--- src/rtl/dss_pkg.sv ---
package dss_pkg;

  typedef enum logic {
    SWEEP_UP   = 1'b0,  // step index falling, frequency returning to nominal
    SWEEP_DOWN = 1'b1   // step index rising, frequency moving below nominal
  } sweep_dir_e;

  // Only the two real operating codes may spread: low bits both set.
  function automatic logic is_spread_code(input logic [2:0] code);
    return code[1] & code[0];
  endfunction

endpackage

--- src/rtl/dss_tick_gen.sv ---
module dss_tick_gen #(
  parameter int TICK_DIV = 14
) (
  input  logic clk,
  input  logic rst,
  input  logic run,
  output logic tick
);
  localparam int CNT_W = (TICK_DIV > 1) ? $clog2(TICK_DIV) : 1;
  localparam logic [CNT_W-1:0] LAST = CNT_W'(TICK_DIV - 1);

  logic [CNT_W-1:0] cnt;

  assign tick = run && (cnt == LAST);

  always_ff @(posedge clk) begin
    if (rst || !run) begin
      cnt <= '0;
    end else if (cnt == LAST) begin
      cnt <= '0;
    end else begin
      cnt <= cnt + 1'b1;
    end
  end
endmodule

--- src/rtl/dss_ramp.sv ---
module dss_ramp
  import dss_pkg::*;
#(
  parameter int STEPS_LOG2 = 4,
  localparam int POS_W = STEPS_LOG2 + 1
) (
  input  logic             clk,
  input  logic             rst,
  input  logic             run,
  input  logic             tick,
  input  logic             want_down,
  output logic [POS_W-1:0] pos,
  output logic [POS_W-1:0] pos_nxt
);
  localparam logic [POS_W-1:0] TOP = POS_W'(1 << STEPS_LOG2);

  sweep_dir_e dir, dir_nxt;

  always_comb begin
    pos_nxt = pos;
    dir_nxt = dir;
    if (!run) begin
      pos_nxt = '0;
      dir_nxt = SWEEP_DOWN;
    end else if (tick) begin
      if (dir == SWEEP_DOWN && want_down) begin
        pos_nxt = pos + 1'b1;
        if (pos_nxt == TOP) dir_nxt = SWEEP_UP;
      end else if (pos != '0) begin
        pos_nxt = pos - 1'b1;
        if (pos_nxt == '0) dir_nxt = SWEEP_DOWN;
      end
    end
  end

  always_ff @(posedge clk) begin
    if (rst) begin
      pos <= '0;
      dir <= SWEEP_DOWN;
    end else begin
      pos <= pos_nxt;
      dir <= dir_nxt;
    end
  end
endmodule

--- src/rtl/dss_scale.sv ---
module dss_scale #(
  parameter int DEPTH_W    = 8,
  parameter int STEPS_LOG2 = 4,
  localparam int POS_W  = STEPS_LOG2 + 1,
  localparam int PROD_W = DEPTH_W + POS_W,
  localparam int OFS_W  = DEPTH_W + 1
) (
  input  logic                    clk,
  input  logic                    rst,
  input  logic [DEPTH_W-1:0]      depth,
  input  logic [POS_W-1:0]        pos,
  output logic signed [OFS_W-1:0] offset
);
  logic [PROD_W-1:0]  prod;
  logic [DEPTH_W-1:0] mag;

  assign prod = {{POS_W{1'b0}}, depth} * {{DEPTH_W{1'b0}}, pos};
  assign mag  = prod[STEPS_LOG2 +: DEPTH_W];

  always_ff @(posedge clk) begin
    if (rst) begin
      offset <= '0;
    end else begin
      offset <= -$signed({1'b0, mag});
    end
  end
endmodule

--- src/rtl/dss_modulator.sv ---
module dss_modulator
  import dss_pkg::*;
#(
  parameter int DEPTH_W    = 8,
  parameter int STEPS_LOG2 = 4,
  parameter int TICK_DIV   = 14,
  localparam int POS_W = STEPS_LOG2 + 1,
  localparam int OFS_W = DEPTH_W + 1
) (
  input  logic                    clk,
  input  logic                    rst,
  input  logic                    ss_req_n,
  input  logic [2:0]              rate_sel,
  input  logic [DEPTH_W-1:0]      depth,
  output logic signed [OFS_W-1:0] offset,
  output logic                    spreading
);
  logic               en_q;
  logic [DEPTH_W-1:0] depth_q;
  logic               start, stop, run, tick;
  logic [POS_W-1:0]   pos, pos_nxt;

  assign start = !spreading && en_q;
  assign stop  = spreading && !en_q && (pos == '0);
  assign run   = spreading && !stop;

  always_ff @(posedge clk) begin
    if (rst) begin
      en_q      <= 1'b0;
      spreading <= 1'b0;
      depth_q   <= '0;
    end else begin
      en_q <= !ss_req_n && is_spread_code(rate_sel);
      if (start) begin
        spreading <= 1'b1;
        depth_q   <= depth;
      end else if (stop) begin
        spreading <= 1'b0;
      end
    end
  end

  dss_tick_gen #(.TICK_DIV(TICK_DIV)) u_tick (
    .clk (clk),
    .rst (rst),
    .run (run),
    .tick(tick)
  );

  dss_ramp #(.STEPS_LOG2(STEPS_LOG2)) u_ramp (
    .clk      (clk),
    .rst      (rst),
    .run      (run),
    .tick     (tick),
    .want_down(en_q),
    .pos      (pos),
    .pos_nxt  (pos_nxt)
  );

  dss_scale #(.DEPTH_W(DEPTH_W), .STEPS_LOG2(STEPS_LOG2)) u_scale (
    .clk   (clk),
    .rst   (rst),
    .depth (depth_q),
    .pos   (pos_nxt),
    .offset(offset)
  );
endmodule

--- config.mk ---
export PLATFORM = sky130hd
export DESIGN_NAME = dss_modulator
export DESIGN_NICKNAME = d
export VERILOG_FILES = /design/src/rtl/dss_pkg.sv /design/src/rtl/dss_tick_gen.sv /design/src/rtl/dss_ramp.sv /design/src/rtl/dss_scale.sv /design/src/rtl/dss_modulator.sv
export SDC_FILE = /design/constraint.sdc
export NUM_CORES = 1
export LEC_CHECK = 0
export ABC_AREA = 0
export BUFFER_PORTS_ARGS = -buffer_cell sky130_fd_sc_hd__clkbuf_2
export CAP_MARGIN = 20
export CELL_PAD_IN_SITES_DETAIL_PLACEMENT = 0
export CELL_PAD_IN_SITES_GLOBAL_PLACEMENT = 1
export CORE_UTILIZATION = 40
export DETAILED_ROUTE_END_ITERATION = 7
export HOLD_SLACK_MARGIN = 0.08
export PLACE_DENSITY = 0.81
export SLEW_MARGIN = 30
export SYNTH_ARGS = -nofsm -noshare
export SYNTH_HDL_FRONTEND = slang
export SYNTH_SLANG_ARGS = --single-unit
--- constraint.sdc ---
create_clock -name clk -period 5.06 [get_ports clk]
set_input_delay 1.012 -clock clk [delete_from_list [all_inputs] [get_ports clk]]
set_output_delay 1.012 -clock clk [all_outputs]
set_load 0.02 [all_outputs]
==> impl_metrics.tcl <==
set metrics [dict create \
    status "finished with violations" \
    crit_top_cell "fa_1" \
    final_util 0.5608 \
    cellPowerDensity_nw_per_um2 119.5 \
    synth_area_um2 2725 \
    cp-start-kind "flop" \
    yosys.area_share.simple 0.2837 \
    dieArea_um2 7147 \
    crit_buf_inv 4 \
    grt_max_degree 26 \
    htreeDepth 2 \
    clock_sinks 29 \
    worstMarginPinSlew_ps 563.7 \
    max_slew_margin 0.6242 \
    path_clk_slew_ps 70 \
    antenna_left 0 \
    hold_buffers 0 \
    drcViolationCount 6 \
    vias 2446 \
    grt_pass1_wl_um 11080 \
    max_stage_delay_ps 530 \
    vdd_drop_max_mv 0.1246 \
    layout.cells.non_filler 471 \
    synth_mux_area_frac 0.01561 \
    synth-edff-count 0 \
    grtUsageMet3 0.03343 \
    crit_path_cell_trace "inv_4, ha_4, nor4b_4, nor2_1, a221oi_2, a311oi_1, a21oi_1, nor2_2, and2_4, fa_1, inv_2, fa_1, inv_1, fa_1, ha_4, a21o_1, a21oi_2, o21ai_4, a31oi_4, mux2_4, o211ai_1, buf_4, and2_1, nor3_1" \
    gp_congestion 0.8460 \
    path_max_fanout 6 \
    grt_overflow 0 \
    ys_top_cells_by_area "dfxtp_1 (21%), fa_1 (12%), ha_1 (11%), and2_1 (7.6%), nand2_1 (5.0%)" \
    n_antenna_cell 0 \
    slew_viol_final 0 \
    use_met2 0.2919 \
    grt_pass1_vias 2319 \
    seq_area_frac_synth 0.2130 \
    grt_busiest_layer "met2" \
    ys_async_sr_fraction 0 \
    synth.most_common_cell "nand2_1" \
    endpoint_kind "flop" \
    nets 448 \
    clkLatencyLatePin_ps 280 \
    dp.cells 451 \
    use_met1 0.2803 \
    synth_top_cell_area_share 0.2130 \
    rows 29 \
    synth_top_family_by_area "simple AND/OR/NAND/NOR gates" \
    root_buffer "clkbuf_8" \
    area_growth_pct 32.92 \
    synth_top_area_cell "dfxtp_1" \
    cp_top_family "adder cells" \
    power_leakage_nw 1.663 \
    cts_tree "yes" \
    hold_violations 0 \
    fin_crit_ps 5108 \
    synthCells 322 \
    whs_ps 526.5 \
    die_x_um 84.54 \
    start_util 0.4219 \
    ys_warn_count 0 \
    synth_fa_ha_area_frac 0.2323 \
    syn_area_per_cell_um2 8.463 \
    skew_ps 6.029 \
    ys.flop_type "dfxtp_1" \
    num_io_pins 24 \
    dp_hpwl_um 4893 \
    finalSetupViolations 2 \
    ys_types 59 \
    fmax_mhz 195.8 \
    worst_slack_ps -48.28 \
    period_share 1.010 \
    synth.net_count 377 \
    slowest_stage "fa_1" \
    violations "DRC, setup timing" \
    crit_type "flop to flop" \
    cts_buffer_depth 2 \
    routed_wl_um 6362 \
    rsz0062_at_grt "true" \
    drtIter0Drc 85 \
    ys_seq_elements 29 \
    cts_buffers 5 \
    synth_compound_area_frac 0.1488 \
    coreArea_um2 6459 \
    grt_usage 0.1903 \
    holdCritPathClass "flop to flop" \
    die_height_um 84.54 \
    wl_per_cell_um 13.51 \
    cp_data_required_time_ps 5200 \
    synthTopCellsByCount "nand2_1 (36), and2_1 (33), dfxtp_1 (29), inv_1 (29), ha_1 (25)" \
    synth_xor_area_frac 0.04821 \
    drt_pass1_iterations 6 \
    via_per_inst 5.193 \
    io_buffer_count 22 \
    drive_above_1_share 0.3604 \
    maxCapViolations 0 \
    crit_arrival_ps 5250 \
    antenna_found_initial 0 \
]
==> where the power goes <==
group          leakage, nW  switching, mW  total, mW  internal [mW]
combinational         1.38        0.00840     0.0148        0.00637
sequential           0.235        0.00257      0.232          0.229
clock               0.0439         0.0915      0.186         0.0947
total                 1.66          0.102      0.433          0.330
==> worst paths after layout <==
kind / startpoint / end / slack [ps] / cells past startpoint
worst max-delay path: u_ramp.pos[0] / u_scale.offset[6] / -50 / 24
worst min-delay path: depth_q[2] / depth_q[2] / 530 / 2
worst max register to register: u_ramp.pos[0] / u_scale.offset[6] / -50 / 24
worst min register to register: depth_q[2] / depth_q[2] / 530 / 2
==> tightest hold or removal path, delay by kind of cell (launching register included) <==
| kind | cells | cell delay [ps] |
|---|---|---|
| compound gates | 1 | 60 |
| flops | 1 | 350 |
| simple gates | 1 | 70 |
==> flip-flops by register name (all words and copies together), names as in the netlist <==
signal	count
depth_q	8
en_q	1
spreading	1
u_ramp.dir	1
u_ramp.pos	5
u_scale.offset	9
u_tick.cnt	4
==> what timing repair did <==
| item | CTS | global route |
|---|---|---|
| setup endpoints to repair | 5 | 7 |
| buffers inserted | 6 | 6 |
| pin swaps | 22 | 17 |
| resized for setup | 15 | 15 |
| endpoints found under the hold margin | 0 | 0 |
==> metal layers <==
metal | vias up | share of wire
met3 | 8 | 0.039
met2 | 54 | 0.45
met4 | 0 | 0.0079
met1 | 1137 | 0.50
met5 | - | 0
li1 | 1247 | -
==> cell families after synthesis <==
group	Yosys count
XOR/XNOR	15
AO/OA/AOI/OAI	55
adder cells (fa/ha/maj)	41
flip-flops	29
multiplexers	4
AND/OR/NAND/NOR	137
buffers and inverters	41
==> layout by cell type (no fill, tap or decap), types with 7 or more instances in the layout <==
cell type	netlist	routed
and2_1	33	26
nand2_1	36	36
dfxtp_1	29	25
fa_1	16	16
clkbuf_2	1	22
ha_1	25	17
inv_1	29	25
xnor2_1	8	7
buf_4	1	53
xor2_1	7	7
and2_4	0	7
nor3_1	11	10
nor2_1	21	18
a21oi_1	17	12
==> metrics by stage <==
step / setup slack [ps] / setup TNS [ps] / power (mW) / area [um2]
3_5_place_dp: -92.51 / -345.8 / 0.2522 / 3329
2_1_floorplan: -2.562 / -2.562 / 0.2445 / 2875
5_1_grt: -269.4 / -1251 / 0.4558 / 3622
3_3_place_gp: -65.65 / -175.7 / 0.2519 / 3329
4_1_cts: -40.85 / -65.61 / 0.4398 / 3522
6_report: -48.28 / -94.58 / 0.4329 / 3622
==> layout make-up <==
type	count	area, um2
multi-input combinational	252	2212
timing repair buffer	76	528.0
inverter	29	111.4
fill	575	2836
clock inverter	3	17.52
sequential	29	588.1
tap	77	96.34
clock buffer	5	68.82
No activity file was read; power rests on OpenSTA's default activity.
